--- src/rtl/evcnt_pkg.sv ---
package evcnt_pkg;

    typedef enum logic [1:0] {
        SRC_INPUT  = 2'b00,
        SRC_REFCLK = 2'b01,
        SRC_STROBE = 2'b10,
        SRC_OFF    = 2'b11
    } src_mode_e;

    typedef enum logic [1:0] {
        ST_IDLE  = 2'b00,
        ST_COUNT = 2'b01,
        ST_DONE  = 2'b10,
        ST_READ  = 2'b11
    } ctl_state_e;

    localparam int unsigned EV_SIG = 0;
    localparam int unsigned EV_REF = 1;
    localparam int unsigned EV_STB = 2;
    localparam int unsigned EV_NUM = 3;

endpackage

--- src/rtl/evcnt_sync.sv ---
module evcnt_sync #(
    parameter int unsigned W      = 4,
    parameter int unsigned STAGES = 2
) (
    input  logic         clk,
    input  logic         rst_n,
    input  logic [W-1:0] d,
    output logic [W-1:0] q
);
    localparam int unsigned LAST = STAGES - 1;

    logic [STAGES-1:0][W-1:0] stg_q;

    always_ff @(posedge clk or negedge rst_n) begin
        if (!rst_n) begin
            stg_q <= '0;
        end else begin
            stg_q[0] <= d;
            for (int s = 1; s < STAGES; s++) begin
                stg_q[s] <= stg_q[s-1];
            end
        end
    end

    assign q = stg_q[LAST];
endmodule

--- src/rtl/evcnt_edge.sv ---
module evcnt_edge #(
    parameter int unsigned W = 3
) (
    input  logic         clk,
    input  logic         rst_n,
    input  logic [W-1:0] lvl,
    output logic [W-1:0] rise
);
    logic [W-1:0] prev_q;

    always_ff @(posedge clk or negedge rst_n) begin
        if (!rst_n) prev_q <= '0;
        else        prev_q <= lvl;
    end

    for (genvar b = 0; b < W; b++) begin : g_bit
        assign rise[b] = lvl[b] & ~prev_q[b];
    end
endmodule

--- src/rtl/evcnt_ctrl.sv ---
module evcnt_ctrl
    import evcnt_pkg::*;
(
    input  logic       clk,
    input  logic       rst_n,
    input  logic       clr,
    input  src_mode_e  mode,
    input  logic       gate_s,
    input  logic       ev_sig,
    input  logic       ev_ref,
    input  logic       ev_stb,
    output logic       inc,
    output ctl_state_e state
);
    ctl_state_e state_q, state_d;
    logic       src_live;
    logic       sel_ev;

    assign src_live = (mode == SRC_INPUT) || (mode == SRC_REFCLK);

    // state register
    always_ff @(posedge clk or negedge rst_n) begin
        if (!rst_n) state_q <= ST_IDLE;
        else        state_q <= state_d;
    end

    // next state
    always_comb begin
        state_d = state_q;
        unique case (state_q)
            ST_IDLE: begin
                if (mode == SRC_STROBE)             state_d = ST_READ;
                else if (!clr && gate_s && src_live) state_d = ST_COUNT;
            end
            ST_COUNT: begin
                if (mode == SRC_STROBE) state_d = ST_READ;
                else if (clr)           state_d = ST_IDLE;
                else if (!gate_s)       state_d = ST_DONE;
            end
            ST_DONE: begin
                if (mode == SRC_STROBE) state_d = ST_READ;
                else if (clr)           state_d = ST_IDLE;
            end
            ST_READ: begin
                if (mode != SRC_STROBE) state_d = ST_DONE;
            end
            default: state_d = ST_IDLE;
        endcase
    end

    // outputs: pick the event source for this mode and qualify it by state
    always_comb begin
        unique case (mode)
            SRC_INPUT:  sel_ev = ev_sig;
            SRC_REFCLK: sel_ev = ev_ref;
            default:    sel_ev = 1'b0;
        endcase
        inc = 1'b0;
        unique case (state_q)
            ST_IDLE, ST_COUNT: inc = gate_s & sel_ev;
            ST_READ:           inc = ev_stb;
            ST_DONE:           inc = 1'b0;
            default:           inc = 1'b0;
        endcase
        if (clr) inc = 1'b0;
    end

    assign state = state_q;
endmodule

--- src/rtl/evcnt_core.sv ---
module evcnt_core #(
    parameter int unsigned W = 12
) (
    input  logic clk,
    input  logic rst_n,
    input  logic clr,
    input  logic inc,
    output logic carry,
    output logic wrap
);
    localparam logic [W-1:0] TOP = {W{1'b1}};

    logic [W-1:0] cnt_q;
    logic         wrap_q;

    always_ff @(posedge clk or negedge rst_n) begin
        if (!rst_n) begin
            cnt_q  <= '0;
            wrap_q <= 1'b0;
        end else begin
            wrap_q <= !clr && inc && (cnt_q == TOP);
            if (clr)      cnt_q <= '0;
            else if (inc) cnt_q <= cnt_q + 1'b1;
        end
    end

    assign carry = cnt_q[W-1];
    assign wrap  = wrap_q;
endmodule

--- src/rtl/evcnt_top.sv ---
module evcnt_top
    import evcnt_pkg::*;
#(
    parameter int unsigned CNT_W       = 12,
    parameter int unsigned SYNC_STAGES = 2
) (
    input  logic       clk,
    input  logic       rst_n,
    input  logic       clr_i,
    input  logic [1:0] mode_i,
    input  logic       gate_i,
    input  logic       sig_i,
    input  logic       ref_i,
    input  logic       strobe_i,
    output logic       carry_o,
    output logic       wrap_o
);
    localparam int unsigned SYNC_W = EV_NUM + 1;
    localparam int unsigned GATE_B = EV_NUM;

    logic [SYNC_W-1:0] raw_w, syn_w;
    logic [EV_NUM-1:0] rise_w;
    logic              gate_s_w;
    logic              ev_sig_w, ev_ref_w, ev_stb_w;
    logic              inc_w;
    ctl_state_e        state_w;
    src_mode_e         mode_w;

    assign mode_w         = src_mode_e'(mode_i);
    assign raw_w[EV_SIG]  = sig_i;
    assign raw_w[EV_REF]  = ref_i;
    assign raw_w[EV_STB]  = strobe_i;
    assign raw_w[GATE_B]  = gate_i;

    evcnt_sync #(.W(SYNC_W), .STAGES(SYNC_STAGES)) u_sync (
        .clk   (clk),
        .rst_n (rst_n),
        .d     (raw_w),
        .q     (syn_w)
    );

    evcnt_edge #(.W(EV_NUM)) u_edge (
        .clk   (clk),
        .rst_n (rst_n),
        .lvl   (syn_w[EV_NUM-1:0]),
        .rise  (rise_w)
    );

    assign gate_s_w = syn_w[GATE_B];
    assign ev_sig_w = rise_w[EV_SIG];
    assign ev_ref_w = rise_w[EV_REF];
    assign ev_stb_w = rise_w[EV_STB];

    evcnt_ctrl u_ctrl (
        .clk    (clk),
        .rst_n  (rst_n),
        .clr    (clr_i),
        .mode   (mode_w),
        .gate_s (gate_s_w),
        .ev_sig (ev_sig_w),
        .ev_ref (ev_ref_w),
        .ev_stb (ev_stb_w),
        .inc    (inc_w),
        .state  (state_w)
    );

    evcnt_core #(.W(CNT_W)) u_core (
        .clk   (clk),
        .rst_n (rst_n),
        .clr   (clr_i),
        .inc   (inc_w),
        .carry (carry_o),
        .wrap  (wrap_o)
    );
endmodule

--- config.mk ---
export PLATFORM = sky130hd
export DESIGN_NAME = evcnt_top
export DESIGN_NICKNAME = d
export VERILOG_FILES = /design/src/rtl/evcnt_pkg.sv /design/src/rtl/evcnt_sync.sv /design/src/rtl/evcnt_edge.sv /design/src/rtl/evcnt_ctrl.sv /design/src/rtl/evcnt_core.sv /design/src/rtl/evcnt_top.sv
export SDC_FILE = /design/constraint.sdc
export NUM_CORES = 1
export LEC_CHECK = 0
export BUFFER_PORTS_ARGS = -buffer_cell sky130_fd_sc_hd__buf_4
export CORE_ASPECT_RATIO = 0.75
export CORE_MARGIN = 5
export CORE_UTILIZATION = 40
export CTS_BUF_LIST = sky130_fd_sc_hd__clkbuf_16
export CTS_CLUSTER_DIAMETER = 30
export DETAILED_ROUTE_END_ITERATION = 6
export HOLD_SLACK_MARGIN = 0.05
export PLACE_DENSITY_LB_ADDON = 0.08
export SYNTH_ARGS = -nofsm -noshare
export SYNTH_HDL_FRONTEND = slang
export SYNTH_SLANG_ARGS = --single-unit
export TNS_END_PERCENT = 30
--- constraint.sdc ---
create_clock -name clk -period 2 [get_ports clk]
set_input_delay 0.3 -clock clk [delete_from_list [all_inputs] [get_ports clk]]
set_output_delay 0.3 -clock clk [all_outputs]
set_load 0.1 [all_outputs]
* Yosys cells after proc, flatten, opt, wreduce, memory -nomap -nowiden
Index checks and enable logic that the tools add are counted.
W data, S select, Z words.
** Word-level totals
- Bits in registers :: 26
- Input port bits :: 9
- Output and inout port bits :: 2
- Word-level logic and storage cells :: 50
** Operators by class
- Add/subtract/negate cells :: 1
- Equal/unequal tests :: 11
- Muxes and demuxes :: 14
- Bitwise gates (word level) :: 7
- Reduce and logical (&&, ||, !) cells :: 11
** Operator list (number)
- $mux W12 :: 2
- $mux W2 :: 8
- $add A12 B1 Y12 const B :: 1
- $eq A12 B12 Y1 const B :: 1
- $pmux W2 S4 :: 1
- $eq A2 B2 Y1 const B :: 3
- $and A1 B1 Y1 :: 4
- $eq A2 B1 Y1 const B :: 2
- $logic_and A1 B1 Y1 :: 4
- $logic_not A2 Y1 :: 2
- $ne A4 B3 Y1 const B :: 1
- $reduce_and A4 Y1 :: 1
- $ne A3 B1 Y1 const B :: 1
- $ne A3 B2 Y1 const B :: 1
- $not A1 Y1 :: 3
- $pmux W1 S3 :: 1
- $ne A2 B1 Y1 const B :: 1
- $ne A2 B2 Y1 const B :: 1
- $pmux W1 S2 :: 1
- $reduce_bool A2 Y1 :: 1
- $reduce_or A2 Y1 :: 1
- $logic_not A1 Y1 :: 1
- $logic_or A1 B1 Y1 :: 1
- $mux W1 :: 1

* Longest topological paths before layout
- Depth after elaboration :: 8
- Depth in mapped cells :: 5
- Mapped depth without buffers :: 5

* Modules after synthesis
From an unflattened synthesis, not the netlist that was laid out.
** Unflattened totals
- Cell total of the unflattened synthesis :: 92
- Area total of the unflattened synthesis :: 1104.8 um^2
** By module, submodules not included
- evcnt_core :: times used 1, cells each 61, area each 631.9 um^2, seq. area each 325.3 um^2
- evcnt_sync :: times used 1, cells each 12, area each 230.2 um^2, seq. area each 200.2 um^2
- evcnt_ctrl :: times used 1, cells each 13, area each 126.4 um^2, seq. area each 50.0 um^2
- evcnt_edge :: times used 1, cells each 6, area each 116.4 um^2, seq. area each 75.1 um^2

* Least setup slack after synthesis
Ideal clock, no wire load.
- Kind :: reg2reg
- From :: register u_edge.prev_q[0]
- To :: register u_core.cnt_q[10]
- Library setup time :: 128 ps
- Data arrival time :: 1661 ps
- Required time :: 1872 ps
- Setup slack :: 211 ps
- Stages on the path, launching flop included :: 6
- Buffers on the path :: 1
- Period minus slack after synthesis :: 1789 ps
- Cell sequence :: dfrtp_1 -> or3b_1 -> a211o_1 -> buf_6 -> a211oi_2 -> mux2_1
** On the way
- Word-level cells in the longest chain between the ends :: 7
** Ends and longest elaborated chain
- start: declaration :: line evcnt_edge.sv:9 : logic [W-1:0] prev_q;
- start signal: assignment :: line evcnt_edge.sv:13 : else prev_q <= lvl;
- $not A1 Y1 :: line evcnt_edge.sv:17 : assign rise[b] = lvl[b] & ~prev_q[b];
- $and A1 B1 Y1 :: line evcnt_edge.sv:17
- $pmux W1 S2 :: line evcnt_ctrl.sv:53 : unique case (mode)
- $and A1 B1 Y1 :: line evcnt_ctrl.sv:60 : ST_IDLE, ST_COUNT: inc = gate_s & sel_ev;
- $pmux W1 S3 :: line evcnt_ctrl.sv:59 : unique case (state_q)
- $mux W1 :: line evcnt_ctrl.sv:65 : if (clr) inc = 1'b0;
- $reduce_bool A2 Y1 (no line)
- end signal: assignment :: line evcnt_core.sv:23 : else if (inc) cnt_q <= cnt_q + 1'b1;
- end: declaration :: line evcnt_core.sv:13 : logic [W-1:0] cnt_q;
Every way passes these cells.
A chain may end at the register's enable or synchronous reset.

* Worst setup path in the final report
- From :: register u_edge.prev_q[0]
- To :: register u_core.cnt_q[9]
Same word-level chain as after synthesis.

==> impl_metrics.tcl <==
set metrics [dict create \
    status "finished clean" \
    synth_top_area_share_pct 55.1 \
    syn_area_per_cell_sq_um 11.0 \
    worstPathCellList "or3b_1, a211o_2, a211oi_1, mux2_2" \
    placementRows 17 \
    synth-main-ff-cell "dfrtp_1" \
    grt_pass1_vias 819 \
    relSlewSlack_pct 75.4 \
    drt-pass1-iter-count 4 \
    grt_max_degree 27 \
    drc 0 \
    clockBufferDepth 2 \
    synth_most_common_cell "dfrtp_1" \
    p_leak_nw 0.600 \
    core_sq_um 2890 \
    cp-start-kind "flop" \
    power_mw 1.05 \
    crit_type "flop to flop" \
    skew_ns 0.00279 \
    vias 802 \
    cp_slowest_cell "a211o_2" \
    hold_viol_final 0 \
    rsz0062_at_grt "false" \
    area_delta_synth_final_pct 17.1 \
    hold_path.class "primary input to flop" \
    drtIter0Drc 66 \
    synthCells 107 \
    ys_warn_count 0 \
    synthTopCellsByArea "dfrtp_1 55%, mux2_2 7.6%, nor2b_1 5.3%" \
    fmax_mhz 521 \
    fillers 289 \
    drtAntennaViolNets 0 \
    fin_nets 130 \
    dieArea_sq_um 4150 \
    clock_sinks 26 \
    tightest_slew_ns 0.367 \
    die_y_um 57.1 \
    max_cap_violations 0 \
    portBuffers 10 \
    async_reset_ff_share_pct 100 \
    yosysSeqAreaShare_pct 55.1 \
    reg2reg_slack_ns 0.08 \
    htree_levels 1 \
    multi_input_area_sq_um 498 \
    drive_above_1_share_pct 22.7 \
    final_util_pct 47.8 \
    finalSetupViolCount 0 \
    stdcell_area_sq_um 1380 \
    gp_congestion 0.757 \
    layout_worst_path_cycle_share_pct 96.0 \
    ys_ff_latch 26 \
    critPathTopFamily "compound AO/OA/AOI/OAI gates" \
    cts_buffers 3 \
    die_w_um 72.7 \
    antennaDiodeCount 0 \
    cts_tree "built" \
    max-vdd-ir-drop_mv 0.395 \
    drv_slew 0 \
    endpoint_kind "flop" \
    syn-num-nets 117 \
    root_buffer "clkbuf_16" \
    pwr_density_cell_nw_per_um2 758 \
    track_usage_pct 11.4 \
    grt_pass1_wl_um 3680 \
    synth_largest_area_cell "dfrtp_1" \
    synth_edf_count 0 \
    synth_cell_types 32 \
    clkLatencyLatePin_ns 0.26 \
    post_drt_wl_per_cell_um 13.0 \
    io_pins 11 \
    worstPathBufferInverterCount 0 \
    start_util_pct 40.8 \
    regArea_sq_um 651 \
    dp_slack_ns -0.0452 \
    grt-ovfl-total 0 \
    fin_ws_ns 0.0806 \
    fin_crit_ns 1.92 \
    required_ns 2.14 \
    dpl.hpwl_um 1400 \
    arrival_ns 2.06 \
    antenna_found_initial 0 \
    synth_common_cells "26 x dfrtp_1, 10 x nor2b_1, 9 x nor2_1, 8 x mux2_2, 7 x a21oi_1" \
    clk_pin_slew_worst_paths_ns 0.06 \
    routed_via_density 5.11 \
    synth_area_sq_um 1180 \
    slowest_delay_ns 0.45 \
    wl_um 2050 \
    fin_setup_tns_ns 0 \
    cp_max_fo 12 \
    placed_area_sq_um 1290 \
]
[path summary, 6_finish.rpt]
check	start	to	cells after the start
max	u_edge.prev_q[0]	u_core.cnt_q[9]	4
min	gate_i	u_sync.stg_q[3]	1
max reg2reg	u_edge.prev_q[0]	u_core.cnt_q[9]	4
min reg2reg	u_sync.stg_q[1]	u_sync.q[1]	0
max in group asynchronous	rst_n	u_sync.q[3]	2
min in group asynchronous	rst_n	u_sync.stg_q[1]	2
[layer usage]
metal,global-route usage (%),share of wire [%],vias to the layer above
met4,3.16,1.1,0
li1,-,-,404
met3,3.70,4.1,4
met5,0,0,-
met2,17.0,44,9
met1,15.9,51,385
[layout make-up]
| type | instances | share of cell area, % |
|---|---|---|
| Clock inverter | 1 | 0.271 |
| Timing Repair Buffer | 13 | 7.24 |
| Multi-Input combinational cell | 74 | 36.0 |
| Clock buffer | 3 | 5.43 |
| Inverter | 2 | 0.543 |
| Tap cell | 38 | 3.44 |
| Sequential cell | 26 | 47.1 |
[timing repair]
action | CTS | global route
endpoints found under the setup margin | 0 | 1
hold endpoints to repair | 26 | 0
buffers inserted | 0 | 0
hold buffers | 1 | 0
gates resized for setup | 0 | 1
[per-stage QoR]
stage,cells,hold slack [ns]
floorplan,107,0.00441
global placement,152,0.228
detailed placement,152,0.229
CTS,157,0.139
global route,157,0.134
finish,157,0.144
[where the power goes]
part / internal [mW] / switching, mW / total, mW
registers: 0.543 / 0.0103 / 0.553
logic: 0.0246 / 0.0324 / 0.0569
clock network: 0.267 / 0.170 / 0.438
[cell families after synthesis]
kind of cell               synth area share, %
and+or+nand+nor                           20.2
adders and majority gates                 1.06
buffers and inverters                     2.86
AOI/OAI and AO/OA                         11.3
muxes                                     9.43
DFF                                       55.1
[cells in the final DEF, fill, tap and decap left out, types with 2 or more instances in the layout]
cell and instances:
clkbuf_16 3, a21oi_1 7, mux2_2 8, buf_4 12, inv_1 2, a211oi_1 4
nor2b_1 10, nand3_1 6, nand2b_1 3, nand2_1 5, o21ai_0 2, nor2_1 9
dfrtp_1 26, nand4_1 2, nor3_1 2
[worst reg2reg max path, cell delays in order, from the launching register on]
cell      delay, ns
dfrtp_1        0.35
or3b_1         0.36
a211o_2        0.45
a211oi_1       0.27
mux2_2         0.37
[sequential cells by signal, indices dropped and copies added (netlist names)]
signal	cells
u_edge.prev_q	3
u_sync.stg_q	4
u_core.wrap	1
u_sync.q	4
u_ctrl.state	2
u_core.cnt_q	12
(Power assumes the default switching activity.)
